File: src/rtl/rtc_pdiv_pkg.sv
package rtc_pdiv_pkg;
  localparam int unsigned CNT_W  = 15;
  localparam int unsigned RATE_W = 4;
  localparam int unsigned FLAG_W = 8;
  localparam int unsigned IRQ_BIT = 7;
  localparam int unsigned PER_BIT = 6;
  typedef logic [CNT_W-1:0]  cnt_t;
  typedef logic [RATE_W-1:0] rate_t;
  typedef logic [FLAG_W-1:0] flag_t;
endpackage

File: src/rtl/rtc_pdiv_counter.sv
module rtc_pdiv_counter #(
  parameter int unsigned CNT_W = 15
) (
  input  logic             clk_i,
  input  logic             rst_ni,
  input  logic             tick_i,
  output logic [CNT_W-1:0] cnt_o,
  output logic [CNT_W-1:0] nxt_o
);
  logic [CNT_W-1:0] cnt_q;

  assign nxt_o = cnt_q + CNT_W'(1);
  assign cnt_o = cnt_q;

  always_ff @(posedge clk_i or negedge rst_ni) begin
    if (!rst_ni)     cnt_q <= '0;
    else if (tick_i) cnt_q <= nxt_o;
  end


  cnt_step_chk: assert property (@(posedge clk_i) disable iff (!rst_ni)
    tick_i |=> cnt_q == CNT_W'($past(cnt_q) + 1));

  cnt_hold_chk: assert property (@(posedge clk_i) disable iff (!rst_ni)
    !tick_i |=> $stable(cnt_q));
endmodule

File: src/rtl/rtc_pdiv_rate_decode.sv
module rtc_pdiv_rate_decode #(
  parameter int unsigned CNT_W  = 15,
  parameter int unsigned RATE_W = 4
) (
  input  logic [RATE_W-1:0] rate_i,
  input  logic              en_i,
  output logic [CNT_W-1:0]  mask_o,
  output logic              active_o
);
  // mask = 2^(code-1)-1: bit b set when code >= b+2
  for (genvar b = 0; b < CNT_W; b++) begin : g_mask
    assign mask_o[b] = (32'(rate_i) >= (b + 2));
  end

  assign active_o = en_i && (rate_i != '0);
endmodule

File: src/rtl/rtc_pdiv_boundary.sv
module rtc_pdiv_boundary #(
  parameter int unsigned CNT_W = 15
) (
  input  logic             clk_i,
  input  logic             rst_ni,
  input  logic             tick_i,
  input  logic             active_i,
  input  logic [CNT_W-1:0] mask_i,
  input  logic [CNT_W-1:0] nxt_i,
  output logic             evt_o
);
  logic hit;
  logic evt_q;

  assign hit = tick_i && active_i && ((nxt_i & mask_i) == '0);

  always_ff @(posedge clk_i or negedge rst_ni) begin
    if (!rst_ni) evt_q <= 1'b0;
    else         evt_q <= hit;
  end

  assign evt_o = evt_q;


  evt_needs_tick_chk: assert property (@(posedge clk_i) disable iff (!rst_ni)
    evt_q |-> $past(tick_i));

  evt_needs_active_chk: assert property (@(posedge clk_i) disable iff (!rst_ni)
    evt_q |-> $past(active_i));
endmodule

File: src/rtl/rtc_periodic_divider.sv
module rtc_periodic_divider
  import rtc_pdiv_pkg::*;
(
  input  logic              clk_i,
  input  logic              rst_ni,
  input  logic              tick_i,
  input  logic [RATE_W-1:0] rate_i,
  input  logic              en_i,
  output logic              evt_o,
  output logic [FLAG_W-1:0] flag_set_o
);
  cnt_t cnt, nxt, mask;
  logic active;

  rtc_pdiv_counter #(.CNT_W(CNT_W)) u_cnt (
    .clk_i (clk_i),
    .rst_ni(rst_ni),
    .tick_i(tick_i),
    .cnt_o (cnt),
    .nxt_o (nxt)
  );

  rtc_pdiv_rate_decode #(.CNT_W(CNT_W), .RATE_W(RATE_W)) u_dec (
    .rate_i  (rate_i),
    .en_i    (en_i),
    .mask_o  (mask),
    .active_o(active)
  );

  rtc_pdiv_boundary #(.CNT_W(CNT_W)) u_bnd (
    .clk_i   (clk_i),
    .rst_ni  (rst_ni),
    .tick_i  (tick_i),
    .active_i(active),
    .mask_i  (mask),
    .nxt_i   (nxt),
    .evt_o   (evt_o)
  );

  always_comb begin
    flag_set_o = '0;
    flag_set_o[IRQ_BIT] = evt_o;
    flag_set_o[PER_BIT] = evt_o;
  end


  evt_aligned_chk: assert property (@(posedge clk_i) disable iff (!rst_ni)
    evt_o |-> (cnt & $past(mask)) == '0);

  evt_zero_rate_chk: assert property (@(posedge clk_i) disable iff (!rst_ni)
    evt_o |-> $past(rate_i) != '0);

  flag_shape_chk: assert property (@(posedge clk_i) disable iff (!rst_ni)
    $countones(flag_set_o) == (evt_o ? 2 : 0));
endmodule

File: config.mk
export PLATFORM = sky130hd
export DESIGN_NAME = rtc_periodic_divider
export DESIGN_NICKNAME = d
export VERILOG_FILES = /design/src/rtl/rtc_pdiv_pkg.sv /design/src/rtl/rtc_pdiv_counter.sv /design/src/rtl/rtc_pdiv_rate_decode.sv /design/src/rtl/rtc_pdiv_boundary.sv /design/src/rtl/rtc_periodic_divider.sv
export SDC_FILE = /design/constraint.sdc
export NUM_CORES = 1
export LEC_CHECK = 0
export ABC_AREA = 1
export BUFFER_PORTS_ARGS = -buffer_cell sky130_fd_sc_hd__buf_2
export CORE_ASPECT_RATIO = 0.75
export CORE_MARGIN = 2
export CORE_UTILIZATION = 58
export DETAILED_ROUTE_END_ITERATION = 10
export GPL_ROUTABILITY_DRIVEN = 0
export PLACE_DENSITY = 0.9
export SLEW_MARGIN = 20
export SYNTH_ARGS = -nofsm -noshare
export SYNTH_HDL_FRONTEND = slang
export SYNTH_SLANG_ARGS = --single-unit
export TNS_END_PERCENT = 1
File: constraint.sdc
create_clock -name clk_i -period 3.5 [get_ports clk_i]
set_input_delay 0.7 -clock clk_i [delete_from_list [all_inputs] [get_ports clk_i]]
set_output_delay 0.7 -clock clk_i [all_outputs]
set_load 0.03 [all_outputs]
# == Word level (Yosys, flattened, before mapping) ==
# Index checks and enable logic that the tools add are counted.
# word_totals
reg_bits,16
in_bits,8
output_inout_bits,9
wordCells,23
# op_classes
add_sub_neg,1
magnitude_cmp,14
bitwise,1
n_reduce_logical,5
# op_table
cell,count
"greater-or-equal comparator 4 bit, second input constant",8
"greater-or-equal comparator 4 x 3 -> 1 bit, second input constant",4
"adder 15 x 1 -> 15 bit, second input constant",1
AND 15 x 14 -> 15 bit,1
logical NOT 15 bit,1
"greater-or-equal comparator 4 x 2 -> 1 bit, second input constant",2
nonzero test 4 bit,1
logical AND 1 bit,3

# == Depth between registers and ports, before layout ==
# depth
depth_word,4
ltp_mapped,11
depth_no_buf,11

# == Modules after synthesis ==
# From an unflattened synthesis, not the netlist that was laid out.
# hier_totals
cells_unflattened,198
area_unflattened_um2,1277.5
# by_module_without_submodules
module,instances,cells_per_inst,area_per_inst_um2,seq_area_each_um2
rtc_pdiv_counter,1,131,959.7,375.4
rtc_pdiv_boundary,1,33,147.6,25.0
rtc_pdiv_rate_decode,1,25,106.4,0.0
rtc_periodic_divider,1,9,63.8,0.0

# == Least setup slack after synthesis ==
# No wires, ideal clock.
# synth_path
path_type,in2reg
startpoint,in rate_i[2]
endpoint,reg u_bnd.evt_q (netlist: u_bnd.evt_o)
setup_ns,0.069
arrival_time_ns,1.361
t_required_ns,3.431
setup_slack_ns,2.070
cell_stages,9
n_path_buf,0
path_cell_list,nor2_2 nand2_1 nand2_1 nand2_1 nor2_1 nand3_1 nor2_2 nand3_2 nor2_2
# synth_via
elab_chain_len,4
elab_cells_between_ends,20
classes_between,order compare (14); bitwise (1); reduce/logical (5)
# synth_lines
item,line_no,source
from (decl),rtc_periodic_divider.sv:7,"input logic [RATE_W-1:0] rate_i,"
greater-or-equal comparator 4 x 2 -> 1 bit (tied with other cells),rtc_pdiv_rate_decode.sv:12,assign mask_o[b] = (32'(rate_i) >= (b + 2));
AND 15 x 14 -> 15 bit or logical AND 1 bit (tied branches),"rtc_pdiv_boundary.sv:15, rtc_pdiv_rate_decode.sv:15",
logical NOT 15 bit or logical AND 1 bit (tied branches),rtc_pdiv_boundary.sv:15,assign hit = tick_i && active_i && ((nxt_i & mask_i) == '0);
logical AND 1 bit (*),rtc_pdiv_boundary.sv:15,
named net u_bnd.hit,rtc_pdiv_boundary.sv:12,logic hit;
to (signal assigned),rtc_pdiv_boundary.sv:19,else evt_q <= hit;
to (decl),rtc_pdiv_boundary.sv:13,logic evt_q;
# The timed path passes the listed nets; every way through them passes the cells marked *.
# A chain may end at the register's enable or synchronous reset.

# == Worst setup path in the final report ==
# layout_path
startpoint,reg u_bnd.evt_q (netlist: u_bnd.evt_o)
endpoint,out evt_o
# layout_rtl
item,line_no,source
to (decl),rtc_periodic_divider.sv:9,"output logic evt_o,"
# No word-level cell between the ends.

==> key figures <==
Floorplan
  – Core footprint: roughly 1800 um^2
  – I/O pin total: 17
  – Chip width: 55.4 um
  – Starting Density: 0.638
  – Row cnt: 13
  – Die height: ~43 um
  – Die Footprint: roughly 2400 um^2

Setup path
  – Worst EP arrival: slightly below 0.9 ns
  – Startpoint types: flip-flop
  – Critical path peak fanout: 3
  – Worst path max stage delay: 0.41 ns
  – Delay-heaviest family, CP: flip-flops
  – CP Capture Type: primary output
  – Setup CP Type: reg -> out
  – CP cell instances: buf_2
  – Worst Path Buf+Inv: 1
  – CP required: roughly 2.8 ns
  – CP max stage cell: dfrtp_1

Logic synthesis
  – Synth top area cells: dfrtp_1 (33%), nand2_1 (16%), nand3_1 (7.4%)
  – YS warnings: 0
  – Post-synthesis sequential area ratio: 0.326
  – Dominant cell type by area after synthesis: dfrtp_1
  – Top-area cell type share of the netlist area: 0.326
  – Synth unique cells: 21
  – Mapped Cells: around 170
  – #FFs+latches synth: 15
  – Post-synth design cell area: approximately 1200 um^2
  – Avg Inst Size Synth: roughly 6.8 um^2

STA
  – Final Critical Period: ~1.6 ns
  – Final Setup Violations: 0
  – Final hold violation count: 0
  – RSZ-0062 raised after global routing: false
  – Setup TNS: 0 ns
  – Max Freq: roughly 630 MHz
  – Setup WS post-layout: 1.91 ns
  – Max-slew violations: 0
  – Final period util: 0.453
  – Setup Skew: between 0.008 and 0.009 ns

Cells and area
  – Commonest non-fill, non-tap cells in the layout: nand2_1 (49), inv_1 (19), nand3_1 (17), dfrtp_1 (15), o21ai_0 (14)
  – Area Overhead vs Synth: 4.78%
  – Final #Nets: between 150 and 200
  – Diode count: 0
  – Core Util, Final: 0.668
  – Share of layout cells above drive strength 1: 0.169
  – Commonest non-fill, non-tap cell in the layout: nand2_1
  – Final std cells w/o fill: 200

Clock tree
  – CTS Buf Count: 3
  – Postcts setup bufs: 0
  – H-Tree Depth: 1
  – Max clock buf depth: 2
  – Post-CTS sizing: 0
  – Worst skew pair latency: roughly 0.3 ns
  – Clk sink count: 15
  – Root buf cell: clkbuf_4
  – CTS tree: yes
  – Hold-fix buffers at CTS: 0
  – CTS clock-pin slew for the worst setup and hold paths: 0.10 ns

Power
  – Peak VDD IR: around 400 uV
  – Power Dens Cells: about 520 nW/um^2
  – Total power: between 0.0006 and 0.0007 W
  – Leakage: 0.613 nW

Route
  – Mean number of vias per cell: between 5 and 6
  – Total number of vias: roughly 1100
  – DRT Pass-1 Iters: 5
  – DR DRC count: 0
  – Routed WL: about 2600 um
  – Iteration-0 DRC count of the detailed router: 69
  – Routed Antenna Nets: 0
  – Drt wl/cell: 12.8 um

GRT
  – Total GRT Usage: 0.246
  – Global-route wire length before repair: about 4400 um
  – Vias in the first global route: between 900 and 1000
  – Total gr overflow: 0
  – Antenna violations before repair: 0
  – Largest net degree at the start of global routing: 24

Job
  – Max-cap violations: 0

Place
  – DPL Wire Length: about 2000 um
  – Placed cell count: ~200
  – Port Buf Inserts: 10
  – Pre-CTS setup slack: around 1.8 ns

Hold path
  – Hold crit path type: in -> async

Run status
  – Status: finished, final reports clean
[layout make-up]
class                           instances  area (um^2)
Sequential cell                        15          375
Inverter                               21         78.8
Fill cell                             157          599
Tap cell                               22         27.5
Multi-Input combinational cell        128          648
Timing Repair Buffer                   10         50.0
Clock buffer                            4         26.3
[layer usage]
| metal | track usage | vias up | share of wire |
|---|---|---|---|
| li1 | - | 540 | - |
| met1 | 0.328 | 521 | 0.47 |
| met2 | 0.381 | 46 | 0.43 |
| met3 | 0.0648 | 6 | 0.083 |
| met4 | 0.0976 | 0 | 0.011 |
| met5 | 0 | - | 0 |
[registers in the layout, summed over array words and instances, names as in the netlist]
register	count
u_cnt.cnt_o	14
u_bnd.evt_o	1
[cells in the mapped netlist, drive strengths merged]
| master | n |
|---|---|
| xor2 | 4 |
| nand2 | 53 |
| o21ai | 14 |
| xnor2 | 1 |
| nand4 | 6 |
| nor2 | 19 |
| ha | 1 |
| conb | 1 |
| nand3b | 1 |
| inv | 21 |
| a21oi | 3 |
| buf | 8 |
| clkbuf | 2 |
| dfrtp | 15 |
| nand3 | 20 |
[through the flow]
stage               cell area, um^2  hold WS [ns]
floorplan                      1170         0.404
global placement               1180         0.510
detailed placement             1180         0.524
CTS                            1210         0.303
global route                   1210         0.326
finish                         1210         0.290
[worst paths after layout]
check | from | to | slack [ns] | depth (start not counted)
max in group asynchronous | rst_ni | u_cnt.cnt_o[11] | 2.95 | 1
min | rst_ni | u_cnt.cnt_o[5] | 0.29 | 1
max | u_bnd.evt_o | evt_o | 1.91 | 1
min in group clk_i | u_cnt.cnt_o[0] | u_cnt.cnt_o[0] | 0.54 | 1
min reg2reg | u_cnt.cnt_o[0] | u_cnt.cnt_o[0] | 0.54 | 1
max reg2reg | u_cnt.cnt_o[1] | u_bnd.evt_o | 1.98 | 8
[logic make-up after synthesis]
family,share of synthesized area
other cells,0.00326
xor+xnor,0.0380
compound gates,0.0739
fa+ha+maj,0.0109
simple gates,0.421
flops,0.326
buf+inv,0.127
[power breakdown]
group | internal, W | leakage [nW] | switching (W) | total, W
combinational | 0.0000821 | 0.402 | 0.000165 | 0.000248
sequential | 0.000222 | 0.196 | 0.0000588 | 0.000281
clock | 0.0000444 | 0.0150 | 0.0000598 | 0.000104
No activity file was read; power rests on OpenSTA's default activity.
